File: src/rtl/dsadc_pkg.sv
package dsadc_pkg;

   typedef enum logic [2:0] {
      ST_BOOT,
      ST_IDLE,
      ST_PULSE,
      ST_WAIT,
      ST_READ,
      ST_REL
   } seq_state_e;

   localparam int unsigned DATA_W = 24;
   localparam int unsigned OUT_W  = 32;

   function automatic int unsigned frame_bits(input int unsigned cpol);
      return (cpol != 0) ? 24 : 25;
   endfunction

endpackage

File: src/rtl/dsadc_timer.sv
module dsadc_timer #(
   parameter int unsigned W = 8
) (
   input  logic         clk,
   input  logic         rst_n,
   input  logic         load_i,
   input  logic [W-1:0] load_val_i,
   output logic         zero_o
);
   logic [W-1:0] cnt_q;

   always_ff @(posedge clk or negedge rst_n) begin
      if (!rst_n)
         cnt_q <= '0;
      else if (load_i)
         cnt_q <= load_val_i;
      else if (cnt_q != '0)
         cnt_q <= cnt_q - 1'b1;
   end

   assign zero_o = (cnt_q == '0);
endmodule

File: src/rtl/dsadc_rx.sv
module dsadc_rx #(
   parameter int unsigned CPOL      = 0,
   parameter int unsigned HALF      = 2,
   parameter int unsigned NBITS     = 25,
   parameter int unsigned DATA_W    = 24
) (
   input  logic              clk,
   input  logic              rst_n,
   input  logic              en_i,
   input  logic              miso_i,
   output logic              sclk_o,
   output logic              done_o,
   output logic [DATA_W-1:0] word_o
);
   localparam int unsigned HW = (HALF > 1) ? $clog2(HALF) : 1;
   localparam int unsigned BW = $clog2(NBITS);

   logic [HW-1:0]     hcnt_q;
   logic [BW-1:0]     bcnt_q;
   logic              phase_q;
   logic [DATA_W-1:0] sh_q;
   logic              half_end;

   assign half_end = (hcnt_q == HW'(HALF - 1));

   always_ff @(posedge clk or negedge rst_n) begin
      if (!rst_n) begin
         hcnt_q  <= '0;
         bcnt_q  <= '0;
         phase_q <= 1'b0;
         sh_q    <= '0;
      end else if (!en_i) begin
         hcnt_q  <= '0;
         bcnt_q  <= '0;
         phase_q <= 1'b0;
      end else if (half_end) begin
         hcnt_q <= '0;
         if (!phase_q) begin
            phase_q <= 1'b1;
            sh_q    <= {sh_q[DATA_W-2:0], miso_i};
         end else begin
            phase_q <= 1'b0;
            bcnt_q  <= bcnt_q + 1'b1;
         end
      end else begin
         hcnt_q <= hcnt_q + 1'b1;
      end
   end

   assign done_o = en_i && phase_q && half_end && (bcnt_q == BW'(NBITS - 1));
   assign word_o = sh_q;

   generate
      if (CPOL != 0) begin : g_idle_high
         assign sclk_o = en_i ? phase_q : 1'b1;
      end else begin : g_idle_low
         assign sclk_o = en_i ? phase_q : 1'b0;
      end
   endgenerate
endmodule

File: src/rtl/dsadc_decode.sv
module dsadc_decode #(
   parameter int unsigned DATA_W = 24,
   parameter int unsigned OUT_W  = 32
) (
   input  logic [DATA_W-1:0] word_i,
   output logic [OUT_W-1:0]  value_o,
   output logic              bad_o
);
   localparam int unsigned MAG_W = DATA_W - 2;
   localparam int unsigned EXT_W = OUT_W - MAG_W;

   logic under_f, over_f, sgn_f, fill;

   assign under_f = word_i[DATA_W-1];
   assign over_f  = word_i[DATA_W-2];
   assign sgn_f   = word_i[DATA_W-3];

   always_comb begin
      bad_o = under_f && over_f;
      if (over_f)
         fill = 1'b0;
      else
         fill = under_f || sgn_f;
      value_o = {{EXT_W{fill}}, word_i[MAG_W-1:0]};
   end
endmodule

File: src/rtl/dsadc_seq.sv
module dsadc_seq
   import dsadc_pkg::*;
#(
   parameter int unsigned CONV_CYCLES     = 20_750_000,
   parameter int unsigned CS_PULSE_CYCLES = 2000,
   parameter int unsigned CPOL            = 0,
   parameter int unsigned SCLK_HALF       = 25,
   parameter int unsigned RECOVERY_RUNS   = 2
) (
   input  logic              clk,
   input  logic              rst_n,
   input  logic              start_i,
   input  logic              miso_i,
   output logic              sclk_o,
   output logic              csn_o,
   output logic [OUT_W-1:0]  result_o,
   output logic              valid_o,
   output logic              err_o,
   output logic              ready_o,
   output logic              busy_o
);
   localparam int unsigned NBITS = frame_bits(CPOL);
   localparam int unsigned TMAX  = (CONV_CYCLES > CS_PULSE_CYCLES) ? CONV_CYCLES : CS_PULSE_CYCLES;
   localparam int unsigned TW    = $clog2(TMAX + 1);
   localparam int unsigned RW    = $clog2(RECOVERY_RUNS + 1);

   generate
      if (CPOL > 1) begin : g_bad_cpol
         $error("CPOL must be 0 or 1");
      end
      if (CONV_CYCLES < 1 || CS_PULSE_CYCLES < 1) begin : g_bad_time
         $error("pulse and conversion times must be at least one cycle");
      end
      if (SCLK_HALF < 1) begin : g_bad_half
         $error("SCLK_HALF must be at least one");
      end
      if (RECOVERY_RUNS < 1) begin : g_bad_recov
         $error("RECOVERY_RUNS must be at least one");
      end
   endgenerate

   seq_state_e        state_q;
   logic [RW-1:0]     recov_q;
   logic              t_load, t_zero;
   logic [TW-1:0]     t_val;
   logic              rx_en, rx_done;
   logic [DATA_W-1:0] rx_word;
   logic [OUT_W-1:0]  dec_val;
   logic              dec_bad;
   logic              report;
   logic              restart;

   assign restart = (state_q == ST_REL) && (recov_q > RW'(1));
   assign report  = rx_done && (recov_q == '0);
   assign rx_en   = (state_q == ST_READ);

   always_comb begin
      t_load = 1'b0;
      t_val  = TW'(CS_PULSE_CYCLES - 1);
      if (state_q == ST_BOOT || restart || (state_q == ST_IDLE && start_i)) begin
         t_load = 1'b1;
      end else if (state_q == ST_PULSE && t_zero) begin
         t_load = 1'b1;
         t_val  = TW'(CONV_CYCLES - 1);
      end
   end

   dsadc_timer #(.W(TW)) u_timer (
      .clk        (clk),
      .rst_n      (rst_n),
      .load_i     (t_load),
      .load_val_i (t_val),
      .zero_o     (t_zero)
   );

   dsadc_rx #(.CPOL(CPOL), .HALF(SCLK_HALF), .NBITS(NBITS), .DATA_W(DATA_W)) u_rx (
      .clk    (clk),
      .rst_n  (rst_n),
      .en_i   (rx_en),
      .miso_i (miso_i),
      .sclk_o (sclk_o),
      .done_o (rx_done),
      .word_o (rx_word)
   );

   dsadc_decode #(.DATA_W(DATA_W), .OUT_W(OUT_W)) u_dec (
      .word_i  (rx_word),
      .value_o (dec_val),
      .bad_o   (dec_bad)
   );

   always_ff @(posedge clk or negedge rst_n) begin
      if (!rst_n) begin
         state_q  <= ST_BOOT;
         recov_q  <= RW'(RECOVERY_RUNS);
         valid_o  <= 1'b0;
         err_o    <= 1'b0;
         result_o <= '0;
      end else begin
         valid_o <= report && !dec_bad;
         err_o   <= report && dec_bad;
         if (report && !dec_bad)
            result_o <= dec_val;
         unique case (state_q)
            ST_BOOT:  state_q <= ST_PULSE;
            ST_IDLE:  if (start_i) state_q <= ST_PULSE;
            ST_PULSE: if (t_zero) state_q <= ST_WAIT;
            ST_WAIT:  if (t_zero) state_q <= ST_READ;
            ST_READ:  if (rx_done) state_q <= ST_REL;
            ST_REL: begin
               state_q <= restart ? ST_PULSE : ST_IDLE;
               if (recov_q != '0)
                  recov_q <= recov_q - 1'b1;
            end
            default:  state_q <= ST_IDLE;
         endcase
      end
   end

   assign csn_o   = !(state_q == ST_PULSE || state_q == ST_READ);
   assign busy_o  = (state_q != ST_IDLE);
   assign ready_o = (recov_q == '0);
endmodule

File: config.mk
export PLATFORM = sky130hd
export DESIGN_NAME = dsadc_seq
export DESIGN_NICKNAME = d
export VERILOG_FILES = /design/src/rtl/dsadc_pkg.sv /design/src/rtl/dsadc_timer.sv /design/src/rtl/dsadc_rx.sv /design/src/rtl/dsadc_decode.sv /design/src/rtl/dsadc_seq.sv
export SDC_FILE = /design/constraint.sdc
export NUM_CORES = 1
export LEC_CHECK = 0
export BUFFER_PORTS_ARGS = -buffer_cell sky130_fd_sc_hd__buf_4
export CORE_ASPECT_RATIO = 2
export CORE_MARGIN = 2
export CORE_UTILIZATION = 30
export DETAILED_ROUTE_END_ITERATION = 7
export GPL_TIMING_DRIVEN = 0
export SLEW_MARGIN = 20
export SYNTH_ARGS = -nofsm -noshare
export SYNTH_HDL_FRONTEND = slang
export SYNTH_SLANG_ARGS = --single-unit
export TNS_END_PERCENT = 100
File: constraint.sdc
create_clock -name clk -period 2 [get_ports clk]
set_input_delay 0.1 -clock clk [delete_from_list [all_inputs] [get_ports clk]]
set_output_delay 0.1 -clock clk [all_outputs]
set_load 0.005 [all_outputs]
## After elaboration in Yosys (flattened, before gate mapping)

Index checks and enable logic that the tools add are counted.

| word-level totals | value |
|---|---|
| bits in registers | 90 |
| bits of input ports | 4 |
| output and inout port bits | 38 |
| logic and storage cells | 78 |

| operators by class | value |
|---|---|
| $add $sub $neg | 4 |
| magnitude comparators | 1 |
| eq/ne operators | 14 |
| muxes and demuxes | 22 |
| bitwise logic cells | 1 |
| reduce and logical (&&, ||, !) cells | 26 |

Operator list:

| operator | count |
|---|---|
| two-way mux 25 bit | 4 |
| logical NOT 25 bit | 1 |
| two-way mux 5 bit | 5 |
| nonzero test 25 bit | 1 |
| subtractor 25 x 1 -> 25 bit, second input constant | 1 |
| case mux 3 bit (6 select lines) | 1 |
| two-way mux 3 bit | 4 |
| != test 2 bit, second input constant | 6 |
| adder 5 x 1 -> 5 bit, second input constant | 2 |
| equality test 5 bit, second input constant | 2 |
| logical AND 1 bit | 10 |
| two-way mux 1 bit | 7 |
| equality test 3 x 2 -> 1 bit, second input constant | 2 |
| equality test 3 bit, second input constant | 2 |
| logical OR 1 bit | 4 |
| AND reduction 2 bit | 2 |
| AND reduction 4 bit | 1 |
| nonzero test 2 bit | 2 |
| equality test 3 x 1 -> 1 bit, second input constant | 1 |
| logical NOT 3 bit | 1 |
| != test 3 x 1 -> 1 bit, second input constant | 1 |
| AND reduction 3 bit | 1 |
| > comparator 2 x 1 -> 1 bit, second input constant | 1 |
| logical NOT 1 bit | 2 |
| 4 further kinds | 4 |

## Logic depth before layout (Yosys ltp)

| depth | value |
|---|---|
| word-level depth | 6 |
| gate-level depth with buffers | 8 |
| depth with buffers taken out | 7 |

## By module

Synthesis repeated with hierarchy kept, for this count alone.

| second synthesis, totals | value |
|---|---|
| cell total of the unflattened synthesis | 413 |
| area total of the unflattened synthesis | 4993.5 µm² |

Modules (own cells, without submodules):

| module | times used | cells each | area each (µm²) | sequential area each (µm²) |
|---|---|---|---|---|
| dsadc_seq | 1 | 112 | 1731.7 | 977.2 |
| dsadc_rx | 1 | 115 | 1526.5 | 875.8 |
| dsadc_timer | 1 | 152 | 1477.7 | 625.6 |
| dsadc_decode | 1 | 34 | 257.7 | 0.0 |

## Least setup slack after synthesis

Ideal clock, no wire load.

| timing | value |
|---|---|
| path kind | flip-flop to flip-flop |
| start point | register u_rx.hcnt_q[0] |
| end point | register result_o[10] |
| library setup time | 125 ps |
| data arrival time | 1961 ps |
| required time | 1875 ps |
| path slack | -86 ps |
| cell stages (with the launch flop) | 9 |
| path buffers | 1 |
| clock period less this slack | 2086 ps |
| cell sequence | dfrtp_1 > inv_1 > ha_1 > nand4b_2 > nor2_4 > nand4_1 > a21oi_2 > buf_4 > mux2_2 |

| between the ends | value |
|---|---|
| word-level cells in the longest chain between the ends | 5 |

Ends and longest elaborated chain:

| item | line | source |
|---|---|---|
| from (decl) | dsadc_rx.sv:18 | `logic [HW-1:0] hcnt_q;` |
| from (signal assigned) | dsadc_rx.sv:46 | `hcnt_q <= hcnt_q + 1'b1;` |
| equality test 5 bit | dsadc_rx.sv:24 | `assign half_end = (hcnt_q == HW'(HALF - 1));` |
| logical AND 1 bit (2 in series) | dsadc_rx.sv:50 | `assign done_o = en_i && phase_q && half_end && (bcnt_q == BW'(NBITS - 1));` |
| logical AND 1 bit | dsadc_seq.sv:54 | `assign report = rx_done && (recov_q == '0);` |
| logical AND 1 bit | dsadc_seq.sv:102 | `if (report && !dec_bad)` |
| to (signal assigned) | dsadc_seq.sv:103 | `result_o <= dec_val;` |
| to (decl) | dsadc_seq.sv:16 | `output logic [OUT_W-1:0] result_o,` |

No other way between the ends.
A chain may end at the register's enable or synchronous reset.

## Worst setup path in the final report

| timing | value |
|---|---|
| start point | register u_timer.cnt_q[0] |
| end point | register u_timer.cnt_q[22] |

| between the ends | value |
|---|---|
| word-level cells in the longest chain between the ends | 5 |
| elaborated cells between the ends (all ways) | 9 |
| classes of those cells | add/sub (1); mux (4); reduce/logical (4) |

Ends and longest elaborated chain:

| item | line | source |
|---|---|---|
| from (decl) | dsadc_timer.sv:10 | `logic [W-1:0] cnt_q;` |
| from (signal assigned) | dsadc_timer.sv:16 | `cnt_q <= load_val_i;` |
| from (signal assigned) | dsadc_timer.sv:18 | `cnt_q <= cnt_q - 1'b1;` |
| branches (longest 5 deep; another with subtractor 25 x 1 -> 25 bit) | -- |  |

Several ways; the timed one is not identified. The select of a mux whose other input is x is not followed.

==> reports/qor.yml <==
outcome: "finished, violations left"
violations: "negative setup slack"
worstHoldPathType: "in -> async"
cts.sinks: 90
fin_hold_ws_ns: 0.366
min_period_ns: 2.03
path_clk_slew_ns: 0.08
first_global_vias: 3131
dr.pass1.iters: 4
setup_violations: 8
area_growth_pct: 35.2
insertion_delay_ns: 0.34
antenna_found_initial: 0
crit_required_ns: 2.26
clock_skew_ns: 0.0196
grt_max_degree: 91
drtIter0Drc: 137
cts_tree: "yes"
fin_cells: 593
switching_share_pct: 23.3
ys_ff_latch: 90
arrival_ns: 2.29
ctsLongestPathBuffers: 2
floorplan.initialDensity_pct: 30.7
final_cell_mix: "dfrtp_1, buf_4, mux2_4"
diodes: 0
syn_inst: 350
p_total_uw: 3540
maxSlewViolCount: 0
async_flop_share_pct: 100
final_nets: 444
path_class: "reg -> reg"
crit_path_end_kind: "flop"
design.die.area_sq_um: 14800
final_common_cell: "dfrtp_1"
synth_area_sq_um: 4140
cap_violations: 0
rsz0062_at_grt: "true"
p_switching_uw: 824
utilization_pct: 41.5
viasPerCell: 5.12
cts_made_buffers: 9
routed_wl_mm: 9.42
dp_slack_ns: -0.536
hold_violations: 0
root_buffer: "clkbuf_16"
seq_area_frac_synth_pct: 54.4
die_h_um: 170
nFillCells: 1261
syn_nets: 361
seq_area_sq_um: 2250
max-vdd-ir-drop_mv: 0.587
ys_warn_count: 0
p_leak_uw: 0.00253
cp-start-kind: "flop"
slew-limit-headroom_pct: 43.6
dp_cells: 546
htreeDepth: 3
pwr-share-clk_pct: 47.4
grt_pass1_wl_mm: 15.5
multiInputGateArea_sq_um: 2090
fmax_ghz: 0.493
drive_gt1_share_pct: 45.9
seqPwrFrac_pct: 51.4
io_pins: 42
vias: 3035
die_w_um: 87.1
synth_area_per_cell_sq_um: 11.8
synth_flop_cell: "dfrtp_1"
power_frac_comb_pct: 1.2
synth_cell_types: 60
dp_hpwl_mm: 5.86
crit_fanout: 6
finalCritPeriodShare_pct: 101
routedWlPerCell_um: 15.9
setup_ws_ns: -0.0286
port_buffers: 41
worst_pin_slew_ns: 0.847
antenna_left: 0
coreArea_sq_um: 13500
drc: 0
synth_edf_count: 0
rows: 60
gr-total-overflow: 0
place_congestion: 0.829
track_usage_pct: 13.1
p_int_uw: 2710
power_density_nw_per_um2: 631
==> cell families after synthesis <==
family          Yosys count  synth area share, %
flops                    90                 54.4
compound gates           45                 7.07
xor+xnor                 17                 3.59
mux                      48                 13.0
simple gates            113                 16.0
buf+inv                  30                 3.86
fa+ha+maj                 7                 2.11
==> routing by layer <==
metal  vias up  track usage (%)  share of wire (%)
li1       1407                -                  -
met1      1541             14.7                 38
met5         -                0                  0
met4         0             6.02                2.5
met2        68             23.8                 56
met3        19             1.99                2.7
==> power by group through the flow <==
| stage | combinational, uW | clock (uW) | sequential [uW] |
|---|---|---|---|
| final | 42.9 | 1680 | 1820 |
| after global routing | 52.9 | 1810 | 1820 |
| after CTS | 46.5 | 1740 | 1820 |
| after detailed placement | 43.4 | 0 | 1850 |
| after global placement | 42.2 | 0 | 1850 |
| after floorplan | 0.376 | 0 | 1850 |
==> registers in the layout, summed over array words and instances, names as in the netlist <==
signal and flops:
u_timer.cnt_q 25, u_rx.word_o 24, result_o 23, u_rx.bcnt_q 5, u_rx.hcnt_q 5, state_q 3
recov_q 2, err_o 1, u_rx.phase_q 1, valid_o 1
==> synthesized netlist by cell type, types with 2 or more instances <==
cell	n	share of area [%]
buf_2	5	0.60
buf_4	11	2.0
o311ai_0	2	0.42
o21a_1	3	0.54
nand3b_1	3	0.54
mux2_2	44	12
nor2_1	25	2.3
clkbuf_1	2	0.18
nor4_1	3	0.45
dfrtp_1	89	54
ha_1	7	2.1
nand3_1	7	0.85
mux2_1	3	0.82
nand2_1	18	1.6
a211oi_1	3	0.54
o21ai_1	2	0.24
o21ai_0	9	1.1
a21oi_1	13	1.6
and2_1	2	0.30
or2_2	3	0.45
nor3_1	18	2.2
xnor2_1	8	1.7
or3_1	3	0.45
o21bai_1	2	0.36
nand4_1	3	0.45
nor3b_1	3	0.54
inv_1	12	1.1
xor2_1	9	1.9
or4_1	2	0.36
nand2b_1	3	0.45
nor2b_1	4	0.60
==> final timing paths <==
| kind | start | endpoint | slack (ns) | cells after the start |
|---|---|---|---|---|
| min in group clk | start_i | u_timer.cnt_q[20]$_DFFE_PN0P_ | 0.47 | 5 |
| min reg2reg | result_o[1]$_DFFE_PN0P_ | result_o[1]$_DFFE_PN0P_ | 0.51 | 1 |
| max reg2reg | u_timer.cnt_q[0]$_DFFE_PN0P_ | u_timer.cnt_q[22]$_DFFE_PN0P_ | -0.03 | 7 |
| min | rst_n | u_timer.cnt_q[13]$_DFFE_PN0P_ | 0.37 | 2 |
| max in group asynchronous | rst_n | result_o[7]$_DFFE_PN0P_ | 1.02 | 2 |
| max | u_timer.cnt_q[0]$_DFFE_PN0P_ | u_timer.cnt_q[22]$_DFFE_PN0P_ | -0.03 | 7 |
==> area by class of cell <==
cell class / count / area share [%]
tap: 155 / 3.46
clock inverter: 7 / 1.36
timing repair buffer: 72 / 10.2
buffer: 17 / 2.66
inverter: 12 / 0.804
clock buffer: 9 / 4.02
multi-input combinational: 231 / 37.3
sequential: 90 / 40.2
==> critical path, stage by stage, from the launching register on <==
cell and delay [ns]:
dfrtp_1 0.39, inv_2 0.09, ha_4 0.14, nor4b_4 0.28
nand4_4 0.20, or2_4 0.31, or4_4 0.42, a21oi_2 0.13
==> metrics by stage <==
stage | setup TNS (ns) | area (sq um)
floorplan | -0.757 | 4170
global placement | -19.81 | 4680
detailed placement | -20.94 | 4680
CTS | -0.867 | 5390
global route | -3.88 | 5600
finish | -0.0850 | 5600
==> repair_timing <==
item / CTS / global route
endpoints found under the setup margin: 71 / 69
setup buffers: 22 / 5
hold buffers: 2 / 0
pin swaps: 15 / 9
resized for setup: 44 / 43
cloned: 3 / 0
hold endpoints to repair: 90 / 0
Power figures use the tool's default switching activity.
